$ cat config.mk
export PLATFORM = sky130hd
export DESIGN_NAME = bus_wait_gen
export DESIGN_NICKNAME = d
export VERILOG_FILES = /design/src/rtl/bwg_pkg.sv /design/src/rtl/bwg_start_det.sv /design/src/rtl/bwg_wait_timer.sv /design/src/rtl/bwg_phase_fsm.sv /design/src/rtl/bwg_rdy_drive.sv /design/src/rtl/bus_wait_gen.sv
export SDC_FILE = /design/constraint.sdc
export NUM_CORES = 1
export LEC_CHECK = 0
export ABC_AREA = 1
export BUFFER_PORTS_ARGS = -buffer_cell sky130_fd_sc_hd__buf_2
export CELL_PAD_IN_SITES_DETAIL_PLACEMENT = 0
export CELL_PAD_IN_SITES_GLOBAL_PLACEMENT = 1
export CORE_MARGIN = 2
export CORE_UTILIZATION = 43
export CTS_CLUSTER_SIZE = 24
export DETAILED_ROUTE_END_ITERATION = 8
export PLACE_DENSITY_LB_ADDON = 0.1
export SYNTH_ARGS = -nofsm -noshare
export SYNTH_HDL_FRONTEND = slang
export SYNTH_SLANG_ARGS = --single-unit
$ cat constraint.sdc
create_clock -name clk -period 2.8 [get_ports clk]
set_input_delay 0.28 -clock clk [delete_from_list [all_inputs] [get_ports clk]]
set_output_delay 0.28 -clock clk [all_outputs]
set_load 0.02 [all_outputs]
$ cat src/rtl/bwg_pkg.sv
package bwg_pkg;
  typedef enum logic [1:0] {
    PH_IDLE = 2'd0,
    PH_HOLD = 2'd1,
    PH_DONE = 2'd2
  } phase_t;

  localparam int unsigned PIPE_CLKS = 3;  // T1->T2, T2->T3, T3->first Tw
endpackage

$ cat src/rtl/bwg_start_det.sv
module bwg_start_det
  import bwg_pkg::*;
(
  input  phase_t phase,
  input  logic   ale,
  input  logic   cs,
  output logic   start
);
  // A start is honoured only from idle; ALE without select is not ours.
  always_comb start = (phase == PH_IDLE) && ale && cs;
endmodule

$ cat src/rtl/bwg_wait_timer.sv
module bwg_wait_timer
  import bwg_pkg::*;
#(
  parameter int unsigned WAIT_W = 4
) (
  input  logic              clk,
  input  logic              rst_n,
  input  logic              start,
  input  logic              hold,
  input  logic [WAIT_W-1:0] wait_in,
  output logic              expire
);
  localparam int unsigned MAX_T = PIPE_CLKS + (2 ** WAIT_W) - 1;
  localparam int unsigned CNT_W = $clog2(MAX_T + 1);

  logic [CNT_W-1:0] cnt_q;
  logic [CNT_W-1:0] tgt_q;
  logic             in_tw;

  // Comparison only counts once the pipeline clocks are done.
  always_comb begin
    in_tw  = cnt_q >= CNT_W'(PIPE_CLKS);
    expire = hold && in_tw && (cnt_q >= tgt_q);
  end

  always_ff @(posedge clk or negedge rst_n) begin
    if (!rst_n) begin
      cnt_q <= '0;
      tgt_q <= '0;
    end else if (start) begin
      cnt_q <= CNT_W'(1);
      tgt_q <= CNT_W'(PIPE_CLKS) + CNT_W'(wait_in);
    end else if (hold && !expire) begin
      cnt_q <= cnt_q + CNT_W'(1);
    end
  end


  cnt_bound_chk: assert property (@(posedge clk) disable iff (!rst_n)
    hold |-> (cnt_q <= tgt_q));


  tgt_stable_chk: assert property (@(posedge clk) disable iff (!rst_n)
    (hold && $past(hold)) |-> $stable(tgt_q));
endmodule

$ cat src/rtl/bwg_phase_fsm.sv
module bwg_phase_fsm
  import bwg_pkg::*;
(
  input  logic   clk,
  input  logic   rst_n,
  input  logic   start,
  input  logic   expire,
  input  logic   cmd_rd_n,
  input  logic   cmd_wr_n,
  output phase_t phase
);
  logic cmd_act;
  phase_t phase_d;

  always_comb begin
    cmd_act = !cmd_rd_n || !cmd_wr_n;
    phase_d = phase;
    unique case (phase)
      PH_IDLE: if (start)    phase_d = PH_HOLD;
      PH_HOLD: if (expire)   phase_d = PH_DONE;
      PH_DONE: if (!cmd_act) phase_d = PH_IDLE;
      default:               phase_d = PH_IDLE;
    endcase
  end

  always_ff @(posedge clk or negedge rst_n) begin
    if (!rst_n) phase <= PH_IDLE;
    else        phase <= phase_d;
  end


  strobe_wait_chk: assert property (@(posedge clk) disable iff (!rst_n)
    (phase == PH_DONE && cmd_act) |=> (phase == PH_DONE));


  hold_keep_chk: assert property (@(posedge clk) disable iff (!rst_n)
    (phase == PH_HOLD && !expire) |=> (phase == PH_HOLD));
endmodule

$ cat src/rtl/bwg_rdy_drive.sv
module bwg_rdy_drive (
  input  logic clk,
  input  logic rst_n,
  input  logic start,
  input  logic expire,
  output logic rdy_oe,
  output logic rdy_lvl
);
  always_ff @(posedge clk or negedge rst_n) begin
    if (!rst_n) begin
      rdy_oe  <= 1'b0;
      rdy_lvl <= 1'b1;
    end else if (start) begin
      rdy_oe  <= 1'b1;
      rdy_lvl <= 1'b0;
    end else if (expire) begin
      rdy_oe  <= 1'b0;
      rdy_lvl <= 1'b1;
    end
  end


  lvl_oe_chk: assert property (@(posedge clk) disable iff (!rst_n)
    rdy_lvl == !rdy_oe);
endmodule

$ cat src/rtl/bus_wait_gen.sv
module bus_wait_gen
  import bwg_pkg::*;
#(
  parameter int unsigned WAIT_W = 4
) (
  input  logic              clk,
  input  logic              rst_n,
  input  logic              ale,
  input  logic              cs,
  input  logic              cmd_rd_n,
  input  logic              cmd_wr_n,
  input  logic [WAIT_W-1:0] wait_cnt,
  output logic              rdy_oe,
  output logic              rdy_lvl
);
  phase_t phase;
  logic   start;
  logic   expire;
  logic   hold;

  always_comb hold = (phase == PH_HOLD);

  bwg_start_det u_start (
    .phase (phase),
    .ale   (ale),
    .cs    (cs),
    .start (start)
  );

  bwg_wait_timer #(.WAIT_W(WAIT_W)) u_timer (
    .clk     (clk),
    .rst_n   (rst_n),
    .start   (start),
    .hold    (hold),
    .wait_in (wait_cnt),
    .expire  (expire)
  );

  bwg_phase_fsm u_fsm (
    .clk      (clk),
    .rst_n    (rst_n),
    .start    (start),
    .expire   (expire),
    .cmd_rd_n (cmd_rd_n),
    .cmd_wr_n (cmd_wr_n),
    .phase    (phase)
  );

  bwg_rdy_drive u_drv (
    .clk     (clk),
    .rst_n   (rst_n),
    .start   (start),
    .expire  (expire),
    .rdy_oe  (rdy_oe),
    .rdy_lvl (rdy_lvl)
  );


  t1_pull_chk: assert property (@(posedge clk) disable iff (!rst_n)
    (phase == PH_IDLE && ale && cs) |=> (rdy_oe && !rdy_lvl));


  no_sel_chk: assert property (@(posedge clk) disable iff (!rst_n)
    (phase == PH_IDLE && !cs) |=> !rdy_oe);
endmodule

== Word level (Yosys, flattened, before mapping) ==
Index checks and enable logic that the tools add are counted.

* Output and inout bits: 2
* Bits in registers: 14
* Logic and storage cells: 37

* Reduce and logical (&&, ||, !) cells: 13
* $lt $le $gt $ge: 2
* $add $sub $neg: 2
* Equal/unequal tests: 5
* Multiplexer cells: 10

{| class="wikitable"
|+ Operators by type and width
! cell !! number
|-
| $mux 5 || 2
|-
| $mux 2 || 3
|-
| $ne 2x2->1 const B || 3
|-
| $pmux 2 s3 || 1
|-
| $add 2x4->5 const A || 1
|-
| $add 5x1->5 const B || 1
|-
| $ge 5x2->1 const B || 1
|-
| $ge 5x5->1 || 1
|-
| $logic_and 1x1->1 || 5
|-
| $mux 1 || 4
|-
| $reduce_bool 2->1 || 2
|-
| $logic_not 1->1 || 3
|-
| $reduce_and 3->1 || 1
|-
| $eq 2x1->1 const B || 1
|-
| $eq 2x2->1 const B || 1
|-
| $logic_not 2->1 || 1
|-
| $logic_or 1x1->1 || 1
|}

== Logic depth before layout (Yosys ltp) ==
Gate-level depths: netlist of the first run.

* Depth in word-level cells: 7
* Gate-level depth with buffers: 10
* Gate-level depth less buffers: 10

== By module ==
From an unflattened synthesis of the first run, not the netlist that was laid out.

* Cells, all modules: 111
* Area total of the unflattened synthesis: 862.1 µm²

{| class="wikitable"
|+ Modules (own cells, without submodules)
! module !! cells an instance !! instances !! area an instance (µm²)
|-
| bwg_wait_timer || 85 || 1 || 665.6
|-
| bwg_phase_fsm || 11 || 1 || 91.3
|-
| bwg_rdy_drive || 8 || 1 || 73.8
|-
| bwg_start_det || 5 || 1 || 21.3
|-
| bus_wait_gen || 2 || 1 || 10.0
|}

== Least setup slack after synthesis of the first run ==
No wires, ideal clock.

* Path kind: reg-to-reg
* Start point: reg u_timer.cnt_q[4]
* End point: reg u_timer.cnt_q[0]
* Data required time: 2.672 ns
* Slack: 1.437 ns
* Clock period less this slack: 1.363 ns
* Library setup time: 0.128 ns
* Stages on the path, launching flop included: 8
* Arrival: 1.236 ns
* Cells stage by stage: dfrtp_1 > ha_1 > a21oi_1 > nand3_2 > nand2_4 > nand2_4 > nand2_1 > nand3_1

* Cells in the longest elaborated chain, start to end: 6

{| class="wikitable"
|+ Ends and longest elaborated chain
! item !! RTL line !! source
|-
| start: declaration || bwg_wait_timer.sv:16 || <nowiki>logic [CNT_W-1:0] cnt_q;</nowiki>
|-
| start signal: assignment || bwg_wait_timer.sv:34 || <nowiki>cnt_q <= cnt_q + CNT_W'(1);</nowiki>
|-
| $ge 5x2->1 || bwg_wait_timer.sv:22 || <nowiki>in_tw = cnt_q >= CNT_W'(PIPE_CLKS);</nowiki>
|-
| $logic_and 1x1->1 || bwg_wait_timer.sv:23 || <nowiki>expire = hold && in_tw && (cnt_q >= tgt_q);</nowiki>
|-
| $logic_and 1x1->1 (*) || bwg_wait_timer.sv:23 ||
|-
| $logic_not 1->1 (*) || bwg_wait_timer.sv:33 || <nowiki>end else if (hold && !expire) begin</nowiki>
|-
| $logic_and 1x1->1 (*) || bwg_wait_timer.sv:33 ||
|-
| $reduce_bool 2->1 (no source line) (*) || - ||
|}

Every way passes the cells marked *; elsewhere a longest branch is shown, timed or not.
A chain may end at the register's enable or synchronous reset.

== Worst setup path after layout of the first run ==
Same ends and word-level chain as after synthesis.

==> key figures, run 1 <==
Finish
  • Nets: 129
  • Area Overhead vs Synth: 13.80%
  • Layout cells sized above 1: 0.1892
  • Post-layout util: 0.5262
  • Footprint of the multi-input gates: 409.1 um^2
  • Commonest cells after routing, fill and taps aside: nand2_1 (26), nand3_1 (13), dfrtp_1 (13), buf_2 (11), inv_1 (10)
  • Commonest non-fill, non-tap cell in the layout: nand2_1
  • Reg area: 351.6 um^2
  • Final cell count without fillers: 136
  • Antenna Diode Count: 0
  • Fillers: 198

Clock tree
  • Clock sink count: 14
  • Clock Pin Slew Worst Setup and Hold Paths: 0.09 ns
  • Longest Clk Path Bufs: 2
  • Num CTS Buffers: 3
  • Clock Latency Late Sink: 0.28 ns
  • CTS tree: done
  • PostCTS Resize Cnt: 0
  • Postcts setup bufs: 0
  • Hold_buf cts: 1
  • H-tree depth: 1
  • Buffer type at the clock tree root: clkbuf_4

Route
  • DRT antenna net count: 0
  • DRC: 0
  • Wire per inst: 10.75 um
  • Via count: 627
  • Vias per cell: 4.610
  • Routed wire length: 1.462 mm
  • First-pass iteration count of the detailed router: 4
  • Initial drt markers: 7

Timing
  • Setup TNS: 0 ns
  • Setup-failing EPs final: 0
  • Final Hold Fails: 0
  • Crit share post-route: 0.5505
  • RSZ-0062 raised after global routing: false
  • Max-slew violation count: 0
  • Slew @ Worst Pin: 0.7063 ns
  • Tmin final: 1.541 ns
  • Hold Slack: 0.2150 ns
  • Slew HR: 0.5278
  • Worst Skew: 0.001485 ns
  • Fmax: 0.6487 GHz

Critical path
  • Worst-path cell with the longest stage delay: dfrtp_1
  • Reg2reg end: u_timer.cnt_q[0]$_DFFE_PN0P_
  • Kind of end point of the critical path: flip-flop
  • Type of origin of the critical path: flip-flop
  • CP Launch Point: u_timer.cnt_q[4]$_DFFE_PN0P_
  • Crit path to: u_timer.cnt_q[0]$_DFFE_PN0P_
  • WP data arrival: 1.67 ns
  • Slowest cell delay on critical path: 0.45 ns
  • Worst-path fanout max: 10
  • Crit path cell chain: ha_1 > a21oi_1 > nand3_2 > nand2_4 > nand2_4 > nand2_1 > nand3_1
  • Reg2Reg Setup Slack: 1.26 ns
  • Crit Path Class: flip-flop to flip-flop
  • Worst-case reg-to-reg path depth: 7
  • RR Startpoint: u_timer.cnt_q[4]$_DFFE_PN0P_
  • Worst Path Required: 2.93 ns
  • Most frequent CP cell: nand2_4

Yosys
  • Post-synthesis mux area share: 0
  • Distinct cells, synth: 18
  • Mapped Cells: 97
  • Area contributors post-synth: dfrtp_1 (40%), nand2_1 (12%), ha_1 (11%), nand3_1 (8.0%), inv_1 (4.6%)
  • Area leader, netlist: dfrtp_1
  • XOR/XNOR Fraction of Synth Area: 0.05368
  • Compound-Gate Fraction of Synth Area: 0.04601
  • Adder-cell area share of the yosys netlist: 0.1074
  • Post-Synth Simple-Gate Area: 0.2945
  • Syn_area_per_cell: 8.410 um^2
  • Largest family of logic cells by synthesized area: simple AND/OR/NAND/NOR gates
  • Syn Nets: 114
  • Synth warnings: 0
  • Netlist Area Pre-Place: 815.8 um^2
  • Yosys top cell area share: 0.3988
  • Seq cells post-synth: 14
  • Sequential fraction of the synthesis area: 0.4310

Outcome
  • Status: completed

Floorplan
  • Die X: 47.56 um
  • Initial Util: 0.4624
  • Num ports: 12
  • Die H: 47.56 um
  • DIE AREA: 2261 um^2
  • Core ar.: 1764 um^2
  • Core Rows: 15

Placement
  • Routability Congestion: 0.7900
  • Post-detail-place hpwl: 1.080 mm
  • Post-Place Cells: 131
  • Input/output buffers: 11

GRT
  • GRT Total Usage: 0.1598
  • First-pass GRT wire length: 2.477 mm
  • Top Usage Layer GRT: met1
  • GR Util met1: 0.2364
  • Vias in the first global route: 555
  • Largest net degree at the start of global routing: 22
  • Met3 Resource Use GR: 0.02264
  • Initial antenna violation count: 0
  • Met2 Usage GRT: 0.2270
  • Gr ovfl total: 0

Power and ir drop
  • Power per cell area: 993.4 nW/um^2
  • VDD IR-drop max: 460.5 uV
  • Pleak: 0.5200 nW

Flow run
  • Max Cap Viol: 0

Hold path
  • Worst hold path type: input port to flip-flop
routing by layer:
layer | share of wire | up-vias | wire length (um)
met4 | 0.0096 | 0 | 14
met1 | 0.54 | 278 | 796
met3 | 0.021 | 2 | 31
li1 | - | 342 | -
met2 | 0.42 | 5 | 618
met5 | 0 | - | 0
power breakdown:
group          switching (mW)  internal, mW  total, mW
clock                  0.0666        0.0552      0.122
combinational           0.269         0.172      0.441
sequential             0.0702         0.289      0.359
total                   0.406         0.516      0.922
worst max-delay path, delay by kind of cell (launching register included):
kind,cells,cell delay [ns]
DFF,1,0.45
adders and majority gates,1,0.32
and+or+nand+nor,5,0.44
AOI/OAI and AO/OA,1,0.19
worst min path at each step:
stage / depth (start not counted) / slack (ns) / startpoint / endpoint
floorplan: 0 / -0.02 / rst_n / u_drv.rdy_oe$_DFFE_PN0P_
global placement: 1 / 0.19 / rst_n / u_timer.tgt_q[4]$_DFFE_PN0P_
detailed placement: 1 / 0.20 / rst_n / u_timer.tgt_q[1]$_DFFE_PN0P_
CTS: 2 / 0.21 / wait_cnt[0] / u_timer.tgt_q[0]$_DFFE_PN0P_
global route: 2 / 0.23 / wait_cnt[0] / u_timer.tgt_q[0]$_DFFE_PN0P_
finish: 2 / 0.22 / wait_cnt[0] / u_timer.tgt_q[0]$_DFFE_PN0P_
kinds of logic (layout without fill, tap and decap cells):
| kind of cell | after synthesis | in the layout |
|---|---|---|
| and+or+nand+nor | 50 | 50 |
| DFF | 14 | 14 |
| buffers and inverters | 14 | 28 |
| adders and majority gates | 7 | 7 |
| AOI/OAI and AO/OA | 7 | 7 |
| xor gates and xnor gates | 5 | 5 |
final cells by class:
type | count | share of cell area
clock buffer | 4 | 0.02830
multi-input combinational | 69 | 0.4407
inverter | 12 | 0.04852
tap | 25 | 0.03369
timing repair buffer | 12 | 0.07008
sequential | 14 | 0.3787
synth_stat cells:
cell type / count
xnor2_1: 2
ha_1: 7
o31ai_1: 1
dfstp_2: 1
a21oi_1: 1
nand3_1: 13
nor2_4: 1
o21ai_0: 5
inv_1: 10
inv_2: 2
buf_2: 2
nand3_2: 1
dfrtp_1: 13
nor2_1: 4
xor2_1: 3
nand2_4: 2
nand2_1: 26
nand4_1: 3
metrics by stage:
step                instance area [um^2]  setup slack [ns]  total power, mW
floorplan                          815.8             1.437           0.7092
global placement                   892.1             1.269           0.8019
detailed placement                 892.1             1.272           0.8058
CTS                                928.4             1.258           0.9292
global route                       928.4             1.088            1.014
finish                             928.4             1.259           0.9222
sequential cells by signal (all words and copies together), names as in the netlist:
signal and cells:
u_drv.rdy_lvl 1, u_fsm.phase 2, u_timer.cnt_q 5, u_drv.rdy_oe 1
u_timer.tgt_q 5
Power figures use the tool's default switching activity.
==> inputs of run 2 (changes only) <==
--- a/config.mk
+++ b/config.mk
@@ -5,12 +5,12 @@
 export SDC_FILE = /design/constraint.sdc
 export NUM_CORES = 1
 export LEC_CHECK = 0
-export ABC_AREA = 1
+export ABC_AREA = 0
 export BUFFER_PORTS_ARGS = -buffer_cell sky130_fd_sc_hd__buf_2
 export CELL_PAD_IN_SITES_DETAIL_PLACEMENT = 0
 export CELL_PAD_IN_SITES_GLOBAL_PLACEMENT = 1
 export CORE_MARGIN = 2
-export CORE_UTILIZATION = 43
+export CORE_UTILIZATION = 41
 export CTS_CLUSTER_SIZE = 24
 export DETAILED_ROUTE_END_ITERATION = 8
 export PLACE_DENSITY_LB_ADDON = 0.1
==> constraint.sdc (replaced) <==
create_clock -name clk -period 1.5 [get_ports clk]
set_input_delay 0.15 -clock clk [delete_from_list [all_inputs] [get_ports clk]]
set_output_delay 0.15 -clock clk [all_outputs]
set_load 0.02 [all_outputs]
==> key figures, run 2 <==
Outcome
  • Status: finished with violations
  • Failing checks: negative setup slack

Yosys
  • Seq cells post-synth: 14
  • Area leader, netlist: dfrtp_1
  • Synth warnings: 0
  • Asr flop ratio synth: 1.000
  • Most frequent cell after synthesis: dfrtp_1
  • Distinct cells, synth: 28
  • Syn_area_per_cell: 9.442 um^2
  • Top FF cell, synth: dfrtp_1
  • Number of synthesized flops with an enable pin: 0
  • Mapped Cells: 86
  • Area contributors post-synth: dfrtp_1 (40%), ha_1 (11%), nand2_1 (5.5%), mux2i_1 (4.9%), o21ai_0 (4.3%)
  • Post-synth top cells: dfrtp_1 (13), nand2_1 (12), inv_1 (9), ha_1 (7), o21ai_0 (7)
  • Sequential fraction of the synthesis area: 0.4330
  • Netlist Area Pre-Place: 812.0 um^2
  • Yosys top cell area share: 0.4006
  • Syn Nets: 103

Timing
  • Max-slew violation count: 0
  • Tmin final: 1.947 ns
  • Setup-failing EPs final: 9
  • RSZ-0062 raised after global routing: true
  • Final WS setup: -0.4471 ns
  • Crit share post-route: 1.298
  • Slew @ Worst Pin: 0.4403 ns
  • Worst Skew: 0.0008747 ns
  • Slew HR: 0.7058
  • Final Hold Fails: 0
  • Hold Slack: 0.08420 ns
  • Fmax: 0.5136 GHz

Power and ir drop
  • Power per cell area: 2200 nW/um^2
  • Sequential Power Share: 0.286
  • Power, Total: 2.326 mW
  • Clock power frac: 0.101
  • Int Power: 1.334 mW
  • Switching share of power: 0.4265
  • Pleak: 0.5315 nW
  • VDD IR-drop max: 933.0 uV
  • Net switching power: 992.0 uW
  • Combinational share of power: 0.613

Route
  • Wire per inst: 13.41 um
  • First-pass iteration count of the detailed router: 4
  • Vias per cell: 5.007
  • Via count: 686
  • DRC: 0
  • DRT antenna net count: 0
  • Routed wire length: 1.837 mm
  • Initial drt markers: 12

GRT
  • Met2 Usage GRT: 0.2685
  • Initial antenna violation count: 0
  • First-pass GRT wire length: 3.160 mm
  • Vias in the first global route: 711
  • GR Util met1: 0.2371
  • Gr ovfl total: 0
  • Top Usage Layer GRT: met2
  • GRT Total Usage: 0.1755
  • Met3 Resource Use GR: 0.03395
  • Largest net degree at the start of global routing: 15

Critical path
  • WP data arrival: 2.11 ns
  • Type of origin of the critical path: flip-flop
  • Worst Path Required: 1.66 ns
  • Crit Path Class: flip-flop to flip-flop
  • Worst-path fanout max: 3
  • Worst-case reg-to-reg path depth: 6
  • Kind of end point of the critical path: flip-flop

Floorplan
  • Core ar.: 1922 um^2
  • Initial Util: 0.4225
  • Num ports: 12
  • DIE AREA: 2353 um^2
  • Die H: 48.51 um
  • Die X: 48.51 um
  • Core Rows: 16

Finish
  • Post-layout util: 0.5501
  • Design Area, Final: 1057 um^2
  • Area Overhead vs Synth: 30.20%
  • Antenna Diode Count: 0
  • Commonest cells after routing, fill and taps aside: nand2_1 (12), dfrtp_1 (12), buf_2 (11), buf_4 (9), inv_1 (8)
  • Layout cells sized above 1: 0.3182
  • Nets: 128
  • Largest regs: u_timer.cnt_q x5, u_timer.tgt_q x5, u_fsm.phase x2

Hold path
  • Worst hold path type: input port to flip-flop
  • Worst Hold Path Cells: 2

Placement
  • Post-DP Area: 967.2 um^2
  • Input/output buffers: 11
  • Pre-CTS setup slack: -0.4257 ns
  • Routability Congestion: 0.8205
  • Post-detail-place hpwl: 1.340 mm

Clock tree
  • Longest Clk Path Bufs: 2
  • Buffer type at the clock tree root: clkbuf_4
  • H-tree depth: 1
  • Num CTS Buffers: 3
  • Clock Latency Late Sink: 0.29 ns
  • Clock sink count: 14
  • CTS tree: done
  • Clock Pin Slew Worst Setup and Hold Paths: 0.09 ns

Flow run
  • Max Cap Viol: 0
==> run 2: critical path, cell delays in order, from the launching register on <==
cell and delay [ns]:
dfrtp_2 0.43, inv_2 0.07, ha_4 0.19, nand2b_4 0.13, a2111o_1 0.43, a2111oi_1 0.46
nor3_1 0.12
==> run 2: final timing paths <==
path                                               from                           end  slack (ns)
max in group asynchronous                         rst_n     u_drv.rdy_lvl$_DFFE_PN1P_        0.91
max                        u_timer.cnt_q[0]$_DFFE_PN0P_  u_timer.cnt_q[0]$_DFFE_PN0P_       -0.45
min reg2reg                u_timer.tgt_q[1]$_DFFE_PN0P_  u_timer.tgt_q[1]$_DFFE_PN0P_        0.50
max reg2reg                u_timer.cnt_q[0]$_DFFE_PN0P_  u_timer.cnt_q[0]$_DFFE_PN0P_       -0.45
min                                         wait_cnt[0]  u_timer.tgt_q[0]$_DFFE_PN0P_        0.08
min in group asynchronous                         rst_n  u_timer.tgt_q[0]$_DFFE_PN0P_        0.29
==> run 2: kinds of logic after synthesis <==
logic type / count (synthesis) / share of synthesized area
and+or+nand+nor: 32 / 0.2003
AOI/OAI and AO/OA: 16 / 0.1371
muxes: 4 / 0.04931
adders and majority gates: 7 / 0.1079
buffers and inverters: 11 / 0.05085
DFF: 14 / 0.4330
xor gates and xnor gates: 2 / 0.02158
==> run 2: power by group through the flow <==
stage          combinational [mW]  clock [mW]  sequential, mW
2_1_floorplan               0.747           0           0.702
3_3_place_gp                 1.12           0           0.665
3_5_place_dp                 1.14           0           0.672
4_1_cts                      1.17       0.239           0.665
5_1_grt                      1.58       0.267           0.683
6_report                     1.43       0.234           0.666
==> run 2: metrics by stage <==
stage,instances,setup TNS (ns)
finish,137,-3.337
global route,137,-3.978
CTS,136,-2.959
detailed placement,130,-2.998
global placement,130,-2.756
floorplan,86,-2.392
==> run 2: timing repair <==
item / CTS / global route
endpoints found under the hold margin: 13 / 0
buffers inserted: 1 / 1
hold buffers: 1 / 0
endpoints found under the setup margin: 9 / 9
resized for setup: 1 / 7
pin swaps: 1 / 2
==> run 2: area by class of cell <==
type	instances	area, um^2
clock buffers	4	26.28
inverters	9	33.78
fillers	189	864.6
flip-flops and latches	14	352.8
well taps	27	33.78
repair buffers	22	143.9
multi-input cells	61	466.7
==> run 2: per-layer routing <==
metal,vias up,share of wire
li1,354,-
met1,318,0.49
met2,9,0.46
met3,5,0.022
met4,0,0.020
met5,-,0
==> inputs of run 3 (changes only) <==
--- a/config.mk
+++ b/config.mk
@@ -14,6 +14,7 @@
 export CTS_CLUSTER_SIZE = 24
 export DETAILED_ROUTE_END_ITERATION = 8
 export PLACE_DENSITY_LB_ADDON = 0.1
+export RECOVER_POWER = 25
 export SYNTH_ARGS = -nofsm -noshare
 export SYNTH_HDL_FRONTEND = slang
 export SYNTH_SLANG_ARGS = --single-unit
==> key figures, run 3 (synthesized netlist as in run 2, its figures left out) <==
Finish
  • Design Area, Final: 1056 um^2
  • Nets: 128
  • Largest regs: u_timer.cnt_q x5, u_timer.tgt_q x5, u_fsm.phase x2
  • Antenna Diode Count: 0
  • Commonest cells after routing, fill and taps aside: nand2_1 (12), dfrtp_1 (12), buf_2 (10), buf_4 (9), inv_1 (8)
  • Post-layout util: 0.5495
  • Fillers: 190
  • Area Overhead vs Synth: 30.05%
  • Layout cells sized above 1: 0.3091
  • Final cell count without fillers: 137

Floorplan
  • Initial Util: 0.4225
  • Die X: 48.51 um
  • Num ports: 12
  • DIE AREA: 2353 um^2
  • Die H: 48.51 um
  • Core ar.: 1922 um^2
  • Core Rows: 16

Hold path
  • Worst hold path type: input port to flip-flop

Route
  • DRC: 0
  • DRT antenna net count: 0
  • Routed wire length: 1.836 mm
  • Initial drt markers: 12
  • First-pass iteration count of the detailed router: 4
  • Wire per inst: 13.40 um
  • Vias per cell: 4.993
  • Via count: 684

GRT
  • Vias in the first global route: 711
  • Largest net degree at the start of global routing: 15
  • First-pass GRT wire length: 3.160 mm
  • Initial antenna violation count: 0
  • Gr ovfl total: 0
  • GRT Total Usage: 0.1755

Timing
  • Hold Slack: 0.08420 ns
  • Slew @ Worst Pin: 0.7839 ns
  • Tmin final: 1.947 ns
  • RSZ-0062 raised after global routing: true
  • Slew HR: 0.4774
  • Final WS setup: -0.4471 ns
  • Fmax: 0.5136 GHz
  • Worst Skew: 0.0008747 ns
  • Setup TNS: -3.337 ns
  • Final Hold Fails: 0
  • Crit share post-route: 1.298
  • Max-slew violation count: 0
  • Setup-failing EPs final: 9

Critical path
  • WP data arrival: 2.11 ns
  • Crit path cell chain: inv_2 > ha_4 > nand2b_4 > a2111o_1 > a2111oi_1 > nor3_1
  • Crit Path Class: flip-flop to flip-flop
  • Worst-path fanout max: 3
  • Type of origin of the critical path: flip-flop
  • Worst Path Required: 1.66 ns
  • Worst-path cell with the longest stage delay: a2111oi_1
  • Kind of end point of the critical path: flip-flop
  • CP Buf/Inv Count: 1
  • Crit path max-delay family: compound AO/OA/AOI/OAI gates
  • Slowest cell delay on critical path: 0.46 ns

Outcome
  • Failing checks: negative setup slack
  • Status: finished with violations

Clock tree
  • Buffer type at the clock tree root: clkbuf_4
  • H-tree depth: 1
  • Clock sink count: 14
  • Num CTS Buffers: 3
  • Clock Pin Slew Worst Setup and Hold Paths: 0.09 ns
  • Longest Clk Path Bufs: 2
  • CTS tree: done
  • Clock Latency Late Sink: 0.29 ns

Placement
  • Pre-CTS setup slack: -0.4257 ns
  • Input/output buffers: 11
  • Post-Place Cells: 130
  • Routability Congestion: 0.8205
  • Post-DP Area: 967.2 um^2
  • Post-detail-place hpwl: 1.340 mm

Power and ir drop
  • Power, Total: 2.325 mW
  • Power per cell area: 2202 nW/um^2
  • Pleak: 0.5287 nW
  • VDD IR-drop max: 932.9 uV

Flow run
  • Max Cap Viol: 0
-- run 3: cell types whose count changed in the layout (fill, tap and decap cells not counted), sizes merged --
cell    before  now
buf         21   20
clkbuf       4    5
-- run 3: what timing repair did --
action,4_1_cts,5_1_grt
buffers inserted,1,1
hold endpoints to repair,13,0
setup endpoints to repair,9,9
gates resized for setup,1,7
pin swaps,1,2
hold buffers,1,0
-- run 3: path summary, 6_finish.rpt --
check / startpoint / end / slack [ns] / cells past startpoint
worst max-delay path: u_timer.cnt_q[0]$_DFFE_PN0P_ / u_timer.cnt_q[0]$_DFFE_PN0P_ / -0.45 / 6
worst min-delay path: wait_cnt[0] / u_timer.tgt_q[0]$_DFFE_PN0P_ / 0.08 / 2
worst max register to register: u_timer.cnt_q[0]$_DFFE_PN0P_ / u_timer.cnt_q[0]$_DFFE_PN0P_ / -0.45 / 6
worst min register to register: u_timer.tgt_q[1]$_DFFE_PN0P_ / u_timer.tgt_q[1]$_DFFE_PN0P_ / 0.50 / 2
max in group asynchronous: rst_n / u_timer.cnt_q[0]$_DFFE_PN0P_ / 0.51 / 2
min in group asynchronous: rst_n / u_timer.tgt_q[2]$_DFFE_PN0P_ / 0.46 / 2
-- run 3: per-layer routing --
layer / global-route usage / up-vias / part of all wire
met2: 0.2685 / 9 / 0.46
met5: 0 / - / 0
met4: 0.09048 / 0 / 0.020
met3: 0.03395 / 5 / 0.022
met1: 0.2371 / 317 / 0.49
li1: - / 353 / -
-- run 3: power by group --
group | internal, mW | leakage [nW] | switching [mW]
registers | 0.554 | 0.173 | 0.112
logic | 0.676 | 0.341 | 0.749
clock network | 0.103 | 0.0150 | 0.131
-- run 3: layout make-up --
cell class,count,area [um^2],share of cell area
timing repair buffer,22,142.6,0.1351
multi-input combinational,61,466.7,0.4419
clock buffer,4,26.28,0.02488
tap,27,33.78,0.03199
sequential,14,352.8,0.3341
inverter,9,33.78,0.03199
-- run 3: worst register-to-register path: cells and delay by family, from the launching register on --
family,cells,cell delay [ns]
flops,1,0.43
buf+inv,1,0.08
fa+ha+maj,1,0.19
simple gates,2,0.25
compound gates,2,0.89
